--- src/rtl/sysreg_pkg.sv ---
package sysreg_pkg;

    localparam int XLEN  = 32;
    localparam int IDX_W = 5;

    // register index map
    localparam logic [IDX_W-1:0] IDX_EXC_PC   = 5'd0;
    localparam logic [IDX_W-1:0] IDX_EXC_PSW  = 5'd1;
    localparam logic [IDX_W-1:0] IDX_FAT_PC   = 5'd2;
    localparam logic [IDX_W-1:0] IDX_FAT_PSW  = 5'd3;
    localparam logic [IDX_W-1:0] IDX_CAUSE    = 5'd4;
    localparam logic [IDX_W-1:0] IDX_STATUS   = 5'd5;
    localparam logic [IDX_W-1:0] IDX_CPU_ID   = 5'd6;
    localparam logic [IDX_W-1:0] IDX_TASK_CTL = 5'd7;
    localparam logic [IDX_W-1:0] IDX_CACHE    = 5'd24;
    localparam logic [IDX_W-1:0] IDX_TRAP_ADR = 5'd25;
    localparam logic [IDX_W-1:0] IDX_SCR_A    = 5'd29;
    localparam logic [IDX_W-1:0] IDX_FIXED_C  = 5'd30;
    localparam logic [IDX_W-1:0] IDX_SCR_B    = 5'd31;

    localparam int STAT_W = 20;
    localparam logic [XLEN-1:0] STAT_MASK = 32'h000F_F3FF;

    // status word flags, MSB first so the struct maps onto bits 19:0
    typedef struct packed {
        logic [3:0] ilvl;
        logic       np;
        logic       ep;
        logic       ae;
        logic       id;
        logic [1:0] rsv;
        logic       fro;
        logic       fiv;
        logic       fzd;
        logic       fov;
        logic       fud;
        logic       fpr;
        logic       cy;
        logic       ov;
        logic       s;
        logic       z;
    } stat_t;

    function automatic stat_t stat_from_word(input logic [XLEN-1:0] w);
        stat_t t;
        t     = stat_t'(w[STAT_W-1:0]);
        t.rsv = 2'b00;
        return t;
    endfunction

    function automatic logic [XLEN-1:0] stat_to_word(input stat_t t);
        return {{(XLEN-STAT_W){1'b0}}, t};
    endfunction

endpackage

--- src/rtl/sysreg_cond.sv ---
module sysreg_cond
    import sysreg_pkg::*;
(
    input  logic       clk,
    input  logic       rst,
    input  logic [3:0] code,
    input  stat_t      flags,
    output logic       taken
);

    logic base;

    always_comb begin
        unique case (code[2:0])
            3'd0: base = flags.ov;
            3'd1: base = flags.cy;
            3'd2: base = flags.z;
            3'd3: base = flags.cy | flags.z;
            3'd4: base = flags.s;
            3'd5: base = 1'b1;
            3'd6: base = flags.ov | flags.s;
            default: base = (flags.ov ^ flags.s) | flags.z;
        endcase
        taken = base ^ code[3];
    end

    AST_ALWAYS_CODE: assert property (@(posedge clk) disable iff (rst)
        (code == 4'd5) |-> taken) else $error("always code false");
    AST_NEVER_CODE: assert property (@(posedge clk) disable iff (rst)
        (code == 4'd13) |-> !taken) else $error("never code true");

endmodule

--- src/rtl/sysreg_status.sv ---
module sysreg_status
    import sysreg_pkg::*;
(
    input  logic            clk,
    input  logic            rst,
    input  logic            wr,
    input  logic [XLEN-1:0] data,
    output stat_t           flags
);

    stat_t stat_q;

    always_ff @(posedge clk) begin
        if (rst) begin
            stat_q    <= '0;
            stat_q.np <= 1'b1;
        end else if (wr) begin
            stat_q <= stat_from_word(data);
        end
    end

    assign flags = stat_q;

    AST_STATUS_HOLD: assert property (@(posedge clk) disable iff (rst)
        !wr |=> $stable(stat_q)) else $error("status changed without write");
    AST_STATUS_RSV: assert property (@(posedge clk) disable iff (rst)
        stat_q.rsv == 2'b00) else $error("status reserved bits set");

endmodule

--- src/rtl/sysreg_bank.sv ---
module sysreg_bank
    import sysreg_pkg::*;
#(
    parameter logic [31:0] BOOT_PC     = 32'hFFFF_FFF0,
    parameter logic [15:0] EXC_CAUSE0  = 16'hFFF0,
    parameter logic [31:0] CPU_ID_VAL  = 32'h0000_5346,
    parameter logic [31:0] TASK_CTL_VAL = 32'h0000_00E0,
    parameter logic [31:0] FIXED_C_VAL = 32'h0000_0004
) (
    input  logic        clk,
    input  logic        rst,
    input  logic        wr_en,
    input  logic [4:0]  wr_idx,
    input  logic [31:0] wr_data,
    input  logic        wr_dbg,
    input  logic [4:0]  rd_idx,
    output logic [31:0] rd_data,
    input  logic [3:0]  cond_code,
    output logic        cond_true,
    output logic [31:0] boot_pc
);

    localparam logic [XLEN-1:0] PC_MASK = ~{{(XLEN-1){1'b0}}, 1'b1};

    logic [XLEN-1:0] exc_pc_q, fat_pc_q, trap_adr_q;
    logic [XLEN-1:0] exc_psw_q, fat_psw_q;
    logic [XLEN-1:0] cause_q;
    logic [XLEN-1:0] scr_a_q, scr_b_q;
    logic            cache_en_q;
    stat_t           flags;

    logic            hit_stat;
    logic [XLEN-1:0] mag;

    assign hit_stat = wr_en && (wr_idx == IDX_STATUS);
    assign mag      = wr_data[XLEN-1] ? (~wr_data + 1'b1) : wr_data;

    sysreg_status u_status (
        .clk   (clk),
        .rst   (rst),
        .wr    (hit_stat),
        .data  (wr_data),
        .flags (flags)
    );

    sysreg_cond u_cond (
        .clk   (clk),
        .rst   (rst),
        .code  (cond_code),
        .flags (flags),
        .taken (cond_true)
    );

    always_ff @(posedge clk) begin
        if (rst) begin
            exc_pc_q   <= '0;
            fat_pc_q   <= '0;
            trap_adr_q <= '0;
            exc_psw_q  <= '0;
            fat_psw_q  <= '0;
            cause_q    <= {16'h0000, EXC_CAUSE0};
            scr_a_q    <= '0;
            scr_b_q    <= '0;
            cache_en_q <= 1'b0;
        end else if (wr_en) begin
            unique case (wr_idx)
                IDX_EXC_PC:   exc_pc_q   <= wr_data & PC_MASK;
                IDX_FAT_PC:   fat_pc_q   <= wr_data & PC_MASK;
                IDX_TRAP_ADR: trap_adr_q <= wr_data & PC_MASK;
                IDX_EXC_PSW:  exc_psw_q  <= wr_data & STAT_MASK;
                IDX_FAT_PSW:  fat_psw_q  <= wr_data & STAT_MASK;
                IDX_CAUSE:    if (wr_dbg) cause_q <= wr_data;
                IDX_SCR_A:    scr_a_q    <= wr_data;
                IDX_SCR_B:    scr_b_q    <= wr_dbg ? wr_data : mag;
                IDX_CACHE:    cache_en_q <= wr_data[1];
                default: ;
            endcase
        end
    end

    always_comb begin
        unique case (rd_idx)
            IDX_EXC_PC:   rd_data = exc_pc_q;
            IDX_EXC_PSW:  rd_data = exc_psw_q;
            IDX_FAT_PC:   rd_data = fat_pc_q;
            IDX_FAT_PSW:  rd_data = fat_psw_q;
            IDX_CAUSE:    rd_data = cause_q;
            IDX_STATUS:   rd_data = stat_to_word(flags);
            IDX_CPU_ID:   rd_data = CPU_ID_VAL;
            IDX_TASK_CTL: rd_data = TASK_CTL_VAL;
            IDX_CACHE:    rd_data = {{(XLEN-2){1'b0}}, cache_en_q, 1'b0};
            IDX_TRAP_ADR: rd_data = trap_adr_q;
            IDX_SCR_A:    rd_data = scr_a_q;
            IDX_FIXED_C:  rd_data = FIXED_C_VAL;
            IDX_SCR_B:    rd_data = scr_b_q;
            default:      rd_data = '0;
        endcase
    end

    assign boot_pc = BOOT_PC;

    AST_PC_EVEN: assert property (@(posedge clk) disable iff (rst)
        !exc_pc_q[0] && !fat_pc_q[0] && !trap_adr_q[0]) else $error("odd saved pc");
    AST_PSW_COPY_MASK: assert property (@(posedge clk) disable iff (rst)
        ((exc_psw_q | fat_psw_q) & ~STAT_MASK) == '0) else $error("status copy mask");
    AST_CAUSE_DEBUG_ONLY: assert property (@(posedge clk) disable iff (rst)
        (wr_en && !wr_dbg && wr_idx == IDX_CAUSE) |=> $stable(cause_q)) else $error("cause written");
    AST_SCR_MAGNITUDE: assert property (@(posedge clk) disable iff (rst)
        (wr_en && !wr_dbg && wr_idx == IDX_SCR_B && wr_data != 32'h8000_0000) |=> !scr_b_q[XLEN-1])
        else $error("negative magnitude");
    AST_CACHE_READ: assert property (@(posedge clk) disable iff (rst)
        (rd_idx == IDX_CACHE) |-> ((rd_data & ~32'h2) == '0)) else $error("cache readback");

endmodule

--- config.mk ---
export PLATFORM = sky130hd
export DESIGN_NAME = sysreg_bank
export DESIGN_NICKNAME = d
export VERILOG_FILES = /design/src/rtl/sysreg_pkg.sv /design/src/rtl/sysreg_cond.sv /design/src/rtl/sysreg_status.sv /design/src/rtl/sysreg_bank.sv
export SDC_FILE = /design/constraint.sdc
export NUM_CORES = 1
export LEC_CHECK = 0
export ABC_AREA = 0
export CELL_PAD_IN_SITES_DETAIL_PLACEMENT = 1
export CELL_PAD_IN_SITES_GLOBAL_PLACEMENT = 1
export CORE_MARGIN = 2
export CORE_UTILIZATION = 45
export CTS_CLUSTER_DIAMETER = 100
export DETAILED_ROUTE_END_ITERATION = 8
export GPL_TIMING_DRIVEN = 0
export PLACE_DENSITY_LB_ADDON = 0.1
export SYNTH_ARGS = -nofsm -noshare
export SYNTH_HDL_FRONTEND = slang
export SYNTH_HIERARCHICAL = 1
export SYNTH_SLANG_ARGS = --single-unit
--- constraint.sdc ---
create_clock -name clk -period 7.4 [get_ports clk]
set_input_delay 1.85 -clock clk [delete_from_list [all_inputs] [get_ports clk]]
set_output_delay 1.85 -clock clk [all_outputs]
set_load 0.005 [all_outputs]
==> results of run 1 <==
[cells in the mapped netlist, types with 10 or more instances]
cell type and n:
a22o_1 11, dfxtp_1 244, nand3b_1 12, xnor2_1 11, xor2_1 15, buf_2 11
a211oi_1 24, nand2_1 416, nor2_1 70, a21oi_1 195, a222oi_1 11, a221oi_1 13
nand3_1 27, buf_4 34, nor3_1 10, a22oi_1 71, mux2i_1 22, clkbuf_1 118
and3_1 11
[sequential cells by signal (all words and copies together) (netlist names)]
register / count
cache_en_q: 1
cause_q: 32
exc_pc_q: 31
exc_psw_q: 18
fat_pc_q: 31
fat_psw_q: 18
scr_a_q: 32
scr_b_q: 32
trap_adr_q: 31
u_status/flags: 18
[final timing paths]
kind / start / to / cells past startpoint
min: cause_q[23] / cause_q[23] / 2
max reg2reg: scr_b_q[28] / scr_b_q[28] / 3
min reg2reg: cause_q[23] / cause_q[23] / 2
max: rd_idx[2] / rd_data[31] / 8
[metrics by stage]
stage / instances / setup slack [ns]
2_1_floorplan: 1471 / 2.28
3_3_place_gp: 1859 / -0.200
3_5_place_dp: 1859 / -0.252
4_1_cts: 1906 / 0.0159
5_1_grt: 1907 / 0.00367
6_report: 1907 / 0.0836
[what timing repair did]
item | in CTS | in global routing
setup endpoints to repair | 25 | 22
setup buffers | 0 | 0
gates resized for setup | 4 | 11
cloned | 0 | 0
[routing by layer]
metal	share of wire	routed length, um	vias up
met3	0.077	3570	153
li1	-	-	5139
met5	0	0	-
met2	0.47	21700	530
met1	0.40	18700	5675
met4	0.054	2500	0
[area by class of cell]
type	instances	area, um2
timing repair buffer	64	641
multi-input combinational	1050	5490
clock inverter	1	8.76
sequential	244	4880
buffer	173	846
fill	3042	11100
tap	324	405
clock buffer	46	870
inverter	4	15.0
antenna	1	2.50
[tightest hold or removal path: stages (launching register included)]
cell     delay, ns
dfxtp_1       0.31
nand2_1       0.05
a21oi_1       0.05
[report_power, final]
group | internal [uW] | total, uW | leakage, uW | switching [uW]
clock | 791 | 1350 | 0.000430 | 559
combinational | 71.1 | 217 | 0.00197 | 146
sequential | 1320 | 1330 | 0.00197 | 6.18
total | 2190 | 2900 | 0.00437 | 712
[logic make-up (layout without fill, tap and decap cells)]
kind of cell	Yosys count	in the layout
AND/OR/NAND/NOR	601	601
AO/OA/AOI/OAI	364	364
flip-flops	244	244
buffers and inverters	177	288
XOR/XNOR	26	26
multiplexers	23	23
other	3	35
adder cells (fa/ha/maj)	2	2
==> qor.csv, run 1 <==
stage,metric,value,unit
timing,Peak Freq,137,MHz
timing,Max Slew Vio Count,0,
synth,post-synthesis simple-gate area fraction,0.233,
synth,top_reg_cell synth,dfxtp_1,
layout,fin area,13200,um2
synth,post-synthesis xor/xnor area fraction,0.0205,
die,die width,161,um
timing,TNS Setup,0,ns
setup_path,crit start category,input port,
setup_path,Slowest cell on crit path,clkdlybuf4s15_1,
routing,Routed wire per std cell,24.4,um
synth,Synth top area share,0.440,
die,Die Y-Extent,161,um
routing,Post-Route WL,46500,um
layout,most frequent cells in the layout,"nand2_1, dfxtp_1, a21oi_1",
timing,worst-margin pin slew,1.21,ns
synth,sequential element share of the synthesized area,0.440,
cts,Clock transition at path regs,0.06,ns
timing,clk_skew,0,ns
power_and_ir_drop,Overall Power,2900,uW
timing,Final Hold Viols,0,
layout,fraction of layout cells with a size suffix above 1,0.0689,
global_routing,M1 GR Usage,0.448,
synth,Synth area leaders,"dfxtp_1, nand2_1, a21oi_1",
setup_path,CP bufs+invs,5,
timing,Tcrit/Tclk final,0.989,
timing,unrepaired setup endpoints after global routing,false,
placed_design,Detailed Place HPWL,31900,um
synth,Synth area leader,dfxtp_1,
global_routing,first-pass GRT wire length,69400,um
synth,register bit total from synthesis,244,
cts,clock buffer count from CTS,28,
cts,CTS tree,yes,
die,area of the core,24200,um2
power_and_ir_drop,cell area power density,220,nW/um2
setup_path,cell mode on critical path,clkdlybuf4s50_1,
global_routing,GRT Max-Usage Layer,met2,
flow_run,max_cap viols,0,
min_path,worst hold path class,reg2reg,
global_routing,initial antenna violation count,1,
cts,total clock sinks,244,
synth,Post-synth EDFFs,0,
global_routing,grt ovf,0,
outcome,status,"finished, final reports clean",
layout,"most common cell after layout, fill and taps aside",nand2_1,
setup_path,crit path DAT,5.47,ns
layout,Area growth syn-to-layout,18.6,%
setup_path,crit path max fanout,10,
die,die area,25900,um2
power_and_ir_drop,maximum VDD drop,0.225,mV
cts,"Clk Latency, worst-skew pair",0.54,ns
setup_path,FF-to-FF setup slack,6.50,ns
routing,vias per inst,6.03,
routing,Antenna Nets Post-Route,0,
cts,clk root buf,clkbuf_16,
timing,final hold slack,0.454,ns
timing,Tmin final,7.32,ns
setup_path,element type at the critical path end,output pin,
routing,# DRC,0,
setup_path,Worst path max stage delay,0.82,ns
global_routing,Total Routing Usage GR,0.352,
synth,mux contribution to synthesized area,0.0208,
cts,Max Root-Sink Buffers,3,
setup_path,"Data required, critical path",5.55,ns
synth,Cell variety after synth,56,
global_routing,met3 usage,0.0411,
layout,Layout Utilization,0.543,
synth,Synth Area per Inst,7.71,um2
global_routing,number of global-route vias before repair,11700,
placed_design,GPL Wtd Cong,0.940,
timing,final count of negative-setup-slack endpoints,0,
synth,largest family of logic cells by synthesized area,simple AND/OR/NAND/NOR gates,
synth,area of the mapped netlist,11100,um2
routing,TritonRoute pass-1 iters,5,
synth,Async SR Flop Fraction,0,
setup_path,worst-path cell chain,clkdlybuf4s50_1 > clkbuf_1 > and3_1 > clkdlybuf4s15_1 > clkbuf_2 > a22oi_1 > nand3_1 > clkdlybuf4s50_1,
synth,post-synthesis adder-cell area fraction,0.00225,
global_routing,largest net degree at the start of global routing,14,
power_and_ir_drop,Leakage,0.00437,uW
placed_design,area of placed instances,12300,um2
timing,Slew Limit Headroom,0.192,
synth,Synth warnings,6,
die,IO Pins,115,
setup_path,Worst path top cell family by delay,buffers and inverters,
cts,Post-CTS Hold Fix Bufs,0,
setup_path,WS Path Type,in2out,
routing,Iteration-0 DRC Markers,1121,
synth,cell count after synthesis,1440,
synth,compound-cell area share of the yosys netlist,0.207,
routing,number of vias in the routed layout,11500,
placed_design,port bufs,64,
die,Site Rows,57,
die,Initial Util,0.458,
cts,H-tree Lvls,1,
layout,Final Net Count,1617,
global_routing,Global Route met2 Usage,0.593,
No activity file was read; power rests on OpenSTA's default activity.
==> inputs of run 2 (changes only) <==
SLEW_MARGIN = 20   (was not set)
==> results of run 2 <==
Same layout as run 1: the final DEF is identical, and so are final timing and power.
